## config.mk

```make
export PLATFORM = sky130hd
export DESIGN_NAME = upage_guard
export DESIGN_NICKNAME = d
export VERILOG_FILES = /design/src/rtl/upage_pkg.sv /design/src/rtl/upage_sum_reg.sv /design/src/rtl/upage_eff_priv.sv /design/src/rtl/upage_perm.sv /design/src/rtl/upage_guard.sv
export SDC_FILE = /design/constraint.sdc
export NUM_CORES = 1
export LEC_CHECK = 0
export BUFFER_PORTS_ARGS = -buffer_cell sky130_fd_sc_hd__buf_2
export CAP_MARGIN = 20
export CELL_PAD_IN_SITES_DETAIL_PLACEMENT = 0
export CELL_PAD_IN_SITES_GLOBAL_PLACEMENT = 1
export CORE_AREA = 2 2 39 41
export CTS_BUF_LIST = sky130_fd_sc_hd__clkbuf_4 sky130_fd_sc_hd__clkbuf_8
export DETAILED_ROUTE_END_ITERATION = 6
export DIE_AREA = 0 0 41 43
export GPL_TIMING_DRIVEN = 1
export PLACE_DENSITY_LB_ADDON = 0.1
export SLEW_MARGIN = 20
export SYNTH_ARGS = -nofsm -noshare
export SYNTH_HDL_FRONTEND = slang
export SYNTH_SLANG_ARGS = --single-unit
```

## constraint.sdc

```tcl
create_clock -name clk_i -period 1.45 [get_ports clk_i]
set_clock_uncertainty 0.05 [all_clocks]
set_input_delay 0.145 -clock clk_i [delete_from_list [all_inputs] [get_ports clk_i]]
set_output_delay 0.145 -clock clk_i [all_outputs]
set_load 0.02 [all_outputs]
```

## src/rtl/upage_pkg.sv

```systemverilog
`timescale 1ns/1ps
package upage_pkg;
  localparam int PRIV_W = 2;
  localparam int KIND_W = 2;

  typedef enum logic [PRIV_W-1:0] {
    PRIV_U   = 2'b00,
    PRIV_S   = 2'b01,
    PRIV_RSV = 2'b10,
    PRIV_M   = 2'b11
  } priv_e;

  typedef enum logic [KIND_W-1:0] {
    ACC_LOAD  = 2'b00,
    ACC_STORE = 2'b01,
    ACC_FETCH = 2'b10,
    ACC_ALT   = 2'b11
  } acc_e;
endpackage

```

## src/rtl/upage_sum_reg.sv

```systemverilog
`timescale 1ns/1ps
module upage_sum_reg #(
  parameter bit HAS_SMODE = 1'b1
) (
  input  logic clk_i,
  input  logic rst_ni,
  input  logic we_i,
  input  logic wdata_i,
  output logic sum_o
);
  generate
    if (HAS_SMODE) begin : g_reg
      logic sum_q;
      always_ff @(posedge clk_i or negedge rst_ni) begin
        if (!rst_ni)   sum_q <= 1'b0;
        else if (we_i) sum_q <= wdata_i;
      end
      assign sum_o = sum_q;
    end else begin : g_tied
      assign sum_o = 1'b0;
    end
  endgenerate
endmodule

```

## src/rtl/upage_eff_priv.sv

```systemverilog
`timescale 1ns/1ps
module upage_eff_priv
  import upage_pkg::*;
(
  input  logic [PRIV_W-1:0] priv_i,
  input  logic              mprv_i,
  input  logic [PRIV_W-1:0] mpp_i,
  input  logic [KIND_W-1:0] kind_i,
  output logic [PRIV_W-1:0] eff_o
);
  logic data_acc;
  assign data_acc = (kind_i != ACC_FETCH);

  always_comb begin
    eff_o = priv_i;
    if (mprv_i && data_acc) eff_o = mpp_i;
  end
endmodule

```

## src/rtl/upage_perm.sv

```systemverilog
`timescale 1ns/1ps
module upage_perm
  import upage_pkg::*;
(
  input  logic [PRIV_W-1:0] eff_i,
  input  logic [KIND_W-1:0] kind_i,
  input  logic              sum_i,
  input  logic              paging_i,
  input  logic              pte_u_i,
  input  logic              valid_i,
  output logic              fault_o,
  output logic [KIND_W-1:0] fault_kind_o
);
  logic is_fetch;
  logic deny;

  assign is_fetch = (kind_i == ACC_FETCH);

  always_comb begin
    deny = 1'b0;
    case (eff_i)
      PRIV_U:   deny = !pte_u_i;
      // the control bit widens data reach only; it never lowers privilege
      PRIV_S:   deny = pte_u_i && (is_fetch || !sum_i);
      PRIV_RSV: deny = 1'b1;
      default:  deny = 1'b0;
    endcase
  end

  assign fault_o      = valid_i && paging_i && deny;
  assign fault_kind_o = fault_o ? kind_i : '0;
endmodule

```

## src/rtl/upage_guard.sv

```systemverilog
`timescale 1ns/1ps
module upage_guard
  import upage_pkg::*;
#(
  parameter bit HAS_SMODE = 1'b1
) (
  input  logic              clk_i,
  input  logic              rst_ni,
  input  logic              sum_we_i,
  input  logic              sum_wdata_i,
  output logic              sum_o,
  input  logic              valid_i,
  input  logic [PRIV_W-1:0] priv_i,
  input  logic              mprv_i,
  input  logic [PRIV_W-1:0] mpp_i,
  input  logic              paging_i,
  input  logic              pte_u_i,
  input  logic [KIND_W-1:0] acc_kind_i,
  output logic [PRIV_W-1:0] eff_priv_o,
  output logic              fault_o,
  output logic [KIND_W-1:0] fault_kind_o
);
  logic              sum_q;
  logic [PRIV_W-1:0] eff;

  upage_sum_reg #(.HAS_SMODE(HAS_SMODE)) u_sum (
    .clk_i   (clk_i),
    .rst_ni  (rst_ni),
    .we_i    (sum_we_i),
    .wdata_i (sum_wdata_i),
    .sum_o   (sum_q)
  );

  upage_eff_priv u_eff (
    .priv_i (priv_i),
    .mprv_i (mprv_i),
    .mpp_i  (mpp_i),
    .kind_i (acc_kind_i),
    .eff_o  (eff)
  );

  upage_perm u_perm (
    .eff_i        (eff),
    .kind_i       (acc_kind_i),
    .sum_i        (sum_q),
    .paging_i     (paging_i),
    .pte_u_i      (pte_u_i),
    .valid_i      (valid_i),
    .fault_o      (fault_o),
    .fault_kind_o (fault_kind_o)
  );

  assign sum_o      = sum_q;
  assign eff_priv_o = eff;
endmodule

```

==> Word level (Yosys, flattened, before mapping) <==
Cells that the tools add are included.
{ "op_classes": {"n_reduce_logical": 8, "n_mux": 3, "eq_ne": 4} }
{ "op_table": {"columns": ["op", "n"], "rows": [
  ["== test 2 bit (second input constant)", 2],
  ["logical AND 1 bit", 4],
  ["2-to-1 mux 2 bit", 2],
  ["one-hot mux 1 bit (3 select lines)", 1],
  ["== test 2 x 1 -> 1 bit (second input constant)", 1],
  ["zero test 1 bit", 2],
  ["zero test 2 bit", 1],
  ["inequality test 2 bit (second input constant)", 1],
  ["logical OR 1 bit", 1]
]} }
{ "word_totals": {"in_bits": 14, "word_cells": 16, "ff_bits": 1, "output_inout_bits": 6} }

==> Longest topological paths before layout <==
{ "depth": {"ltp_word": 7, "ltp_mapped": 5, "depth_no_buf": 5} }

==> Hierarchy <==
From an unflattened synthesis, not the netlist that was laid out.
{ "unflattened": {"hier_cells": 16, "area_unflattened_um2": 163.9} }
{ "by_module_without_submodules": {"columns": ["mod", "seq_area_each_um2", "cells_per_inst", "n_inst", "area_each_um2"], "rows": [
  ["upage_perm", 0.0, 10, 1, 88.8],
  ["upage_sum_reg", 25.0, 2, 1, 40.0],
  ["upage_eff_priv", 0.0, 4, 1, 35.0]
]} }

==> Worst setup path before layout <==
OpenSTA, ideal clock, no wires.
{ "synth_timing": {"path_type": "input to output", "from": "input acc_kind_i[0]", "to": "output fault_kind_o[0]", "arrival_time_ps": 1199, "path_slack_ps": 56, "path_stages": 5, "required_ps": 1255, "n_path_buf": 0, "cell_sequence": "nand2b_4 > nand2_4 > mux2_4 > a311oi_4 > o21a_1"} }
{ "synth_between": {"elab_chain_len": 7, "elab_cells_between_ends": 12, "classes_between": "eq/ne: 4; mux: 3; reduce/logical: 5"} }
{ "synth_lines": {"columns": ["item", "line", "source"], "rows": [
  ["from (decl)", "upage_guard.sv:18", "input logic [KIND_W-1:0] acc_kind_i,"],
  ["inequality test 2 bit (*)", "upage_eff_priv.sv:12", "assign data_acc = (kind_i != ACC_FETCH);"],
  ["logical AND 1 bit (*)", "upage_eff_priv.sv:16", "if (mprv_i && data_acc) eff_o = mpp_i;"],
  ["2-to-1 mux 2 bit (*)", "upage_eff_priv.sv:16", null],
  ["named net eff_priv_o[0]", "upage_guard.sv:19", "output logic [PRIV_W-1:0] eff_priv_o,"],
  ["== test 2 bit (tied with other cells)", "upage_perm.sv:21", "case (eff_i)"],
  ["one-hot mux 1 bit (3 select lines) (*)", "upage_perm.sv:21", null],
  ["logical AND 1 bit (*)", "upage_perm.sv:30", "assign fault_o = valid_i && paging_i && deny;"],
  ["2-to-1 mux 2 bit (*)", "upage_perm.sv:31", "assign fault_kind_o = fault_o ? kind_i : '0;"],
  ["to (decl)", "upage_guard.sv:21", "output logic [KIND_W-1:0] fault_kind_o"]
]} }
The timed path passes the listed nets; every way through them passes the cells marked *.

==> Worst setup path in the final report <==
{ "layout_timing": {"from": "input acc_kind_i[0]", "to": "output fault_kind_o[1]"} }
{ "layout_between": {"elab_chain_len": 7, "elab_cells_between_ends": 12, "classes_between": "eq/ne: 4; mux: 3; reduce/logical: 5"} }
{ "layout_lines": {"columns": ["item", "line"], "rows": [
  ["inequality test 2 bit", "upage_eff_priv.sv:12"],
  ["logical AND 1 bit", "upage_eff_priv.sv:16"],
  ["2-to-1 mux 2 bit", "upage_eff_priv.sv:16"],
  ["== test 2 bit (tied with other cells)", "upage_perm.sv:21"],
  ["one-hot mux 1 bit (3 select lines) (*)", "upage_perm.sv:21"],
  ["logical AND 1 bit (*)", "upage_perm.sv:30"],
  ["2-to-1 mux 2 bit (*)", "upage_perm.sv:31"]
]} }
Every way passes the cells marked *; elsewhere a longest branch is shown, timed or not.

==> impl_results.md <==
- Status: complete, but fails checks
- Failing checks: setup timing
- Final Core Density: 0.263
- # DRC: 0
- FF-to-FF path depth: 1
- Share of layout cells above drive strength 1: 0.651
- CP max FO: 3
- Setup WS pre-CTS: -97.0 ps
- Max reg flops: 1
- Power Density: 376 mW/mm^2
- DR WL/cell: 9.31 um
- Initial antenna violation count: 0
- Pin count of the biggest net entering global routing: 6
- Crit path DAT: 1290 ps
- Critical path's largest stage delay: 310 ps
- Static Leak: 0.175 nW
- Comb power frac: 0.746
- Pre-antenna DRT Iters: 3
- Max Cap Violations: 0
- Core area: 0.00138 sq mm
- Routed Antenna Nets: 0
- Fmax: 0.674 GHz
- Crit path top cell by count: buf_6
- Boundary Pins: 20
- Die area: 0.00176 sq mm
- Die Ht: 43 um
- Dpl hpwl: 502 um
- Register bit total from synthesis: 1
- Worst vdd ir: 164 uV
- Max-slew headroom: 0.832
- Initial core utilization: 0.136
- Via density: 4.00
- Net count reported at finish: 59
- Net Sw Power: 0.0524 mW
- Hold path depth: 2
- Mean post-synth cell area: 9.38 sq um
- GRT Overall Usage: 0.0632
- ANT cells: 0
- Synth cell count leaders: 3 x nand2_1, 2 x a211oi_1, 2 x nand3_1, 2 x nor2b_1, 2 x o21a_1
- Crit-path slowest cell: mux2_4
- CP Class: in -> out
- EDFF count, synth: 0
- Sw Share: 0.383
- Vias in the first global route: 217
- Synth top area cells: a311oi_4 14%, dfrtp_1 13%, a211oi_1 8.0%, mux2_4 8.0%, o21a_1 8.0%
- Total internal power: 0.0844 mW
- Synth top area share: 0.140
- Ratio of final minimum period to clock period: 1.02
- Reg2reg start: u_sum.sum_o
- Post-CTS setup buffer count: 0
- Ys flop type: dfrtp_1
- Die extent in x: 41 um
- GP Congestion: 0.641
- Sequential-to-total area share from yosys stat: 0.133
- Clock share of power: 0
- Aggregate global routing overflow: 0
- Sequential power share: 0.254
- Crit. End Element: primary output
- Unrepaired setup endpoints after global routing: true
- CP delay by family, top: compound AO/OA/AOI/OAI gates
- Clk_lat worst skew: 0 ps
- CP bufs+invs: 2
- Via Count: 236
- Worst setup margin: -33.9 ps
- Worst setup SP type: input port
- Worst-case hold path end point: u_sum.sum_o
- Final min period: 1480 ps
- Slew @ Worst Pin: 251 ps
- First-pass GRT wire length: 834 um
- YS warnings: 0
- Syn nets: 34
- Placed Area: 325 sq um
- Post-Synthesis Cells: 20
- Final instance area: 364 sq um
- Post-Syn Area: 188 sq um
- Most frequent cell after synthesis: nand2_1
- Row count: 14
- Setup TNS: -83.6 ps
- Routed WL: 549 um
- Final Slew Violations: 0
- Worst hold path startpoint: sum_wdata_i
- Ys async rst share: 1.00
- Layout area overhead: 94.0%
- Final setup vio count: 3
- Worst-path cell chain: buf_6, nand2b_4, nand2_4, mux2_4, a311oi_4, o21a_1, buf_6
- CP Data Required Time: 1250 ps
- Initial DRC Count: 1
- Fin cells: 59
- Worst Hold Class: in -> reg
- Fin. Hold Viols: 0
- R2r endpoint: u_sum.sum_o
- R2R Setup Slk: 610 ps
- Clk pin slew, worst setup/hold paths: 0 ps
- Port Buffers: 19
- Placed cells: 58
- Number of distinct library cells after synthesis: 14
- Yosys top cell by area: a311oi_4
==> power groups by stage <==
stage | logic, mW | registers [mW] | clock network, mW
final | 0.102 | 0.0348 | 0
after floorplan | 0.0454 | 0.0377 | 0
after CTS | 0.103 | 0.0351 | 0
after detailed placement | 0.0929 | 0.0350 | 0
after global routing | 0.109 | 0.0355 | 0
after global placement | 0.0927 | 0.0347 | 0
==> per-layer routing <==
metal  up-vias  GRT usage  routed length, um  share of wire
li1        122          -                  -              -
met3         0          0                 23          0.042
met4         0          0                  0              0
met5         -          0                  0              0
met2         7      0.125                322           0.59
met1       107     0.0737                204           0.37
==> layout make-up <==
cell class / instances / area, sq um
multi-input cells: 19 / 166
well taps: 16 / 20.0
fillers: 167 / 1020
repair buffers: 23 / 153
flip-flops and latches: 1 / 25.0
==> worst max-delay path by stage <==
| stage | cells after the start | endpoint | slack (ps) | from |
|---|---|---|---|---|
| 2_1_floorplan | 5 | fault_kind_o[0] | 60 | acc_kind_i[0] |
| 3_3_place_gp | 7 | fault_kind_o[1] | -100 | acc_kind_i[0] |
| 3_5_place_dp | 7 | fault_kind_o[1] | -100 | acc_kind_i[0] |
| 4_1_cts | 7 | fault_kind_o[1] | -50 | acc_kind_i[0] |
| 5_1_grt | 7 | fault_kind_o[1] | -100 | acc_kind_i[0] |
| 6_report | 7 | fault_kind_o[1] | -30 | acc_kind_i[0] |
==> cells in the final DEF, fill, tap and decap left out, drive strengths merged <==
cell and n:
dfrtp 1, mux2i 1, buf 22, o21a 2, nor2b 2, a311oi 1
nand2 4, nand3 2, dlygate4sd3 1, nand2b 1, or2 1, mux2 2
nor3 1, a211oi 2
==> cell families (layout without fill, tap and decap cells) <==
family                 Yosys count  in the layout  share of synthesized area
flip-flops                       1              1                      0.133
buffers and inverters            0             23                          0
AND/OR/NAND/NOR                 11             11                      0.373
AO/OA/AOI/OAI                    5              5                      0.300
multiplexers                     3              3                      0.193
==> repair_timing <==
| action | CTS | global route |
|---|---|---|
| endpoints found under the hold margin | 1 | 0 |
| endpoints found under the setup margin | 3 | 3 |
| resized for setup | 8 | 0 |
| hold buffers | 1 | 0 |
| pin swaps | 2 | 1 |
==> stage by stage <==
stage	power [mW]	hold WS, ps
detailed placement	0.128	-126
global route	0.145	345
floorplan	0.0831	-201
CTS	0.139	334
finish	0.137	333
global placement	0.127	-130
No activity file was read; power rests on OpenSTA's default activity.
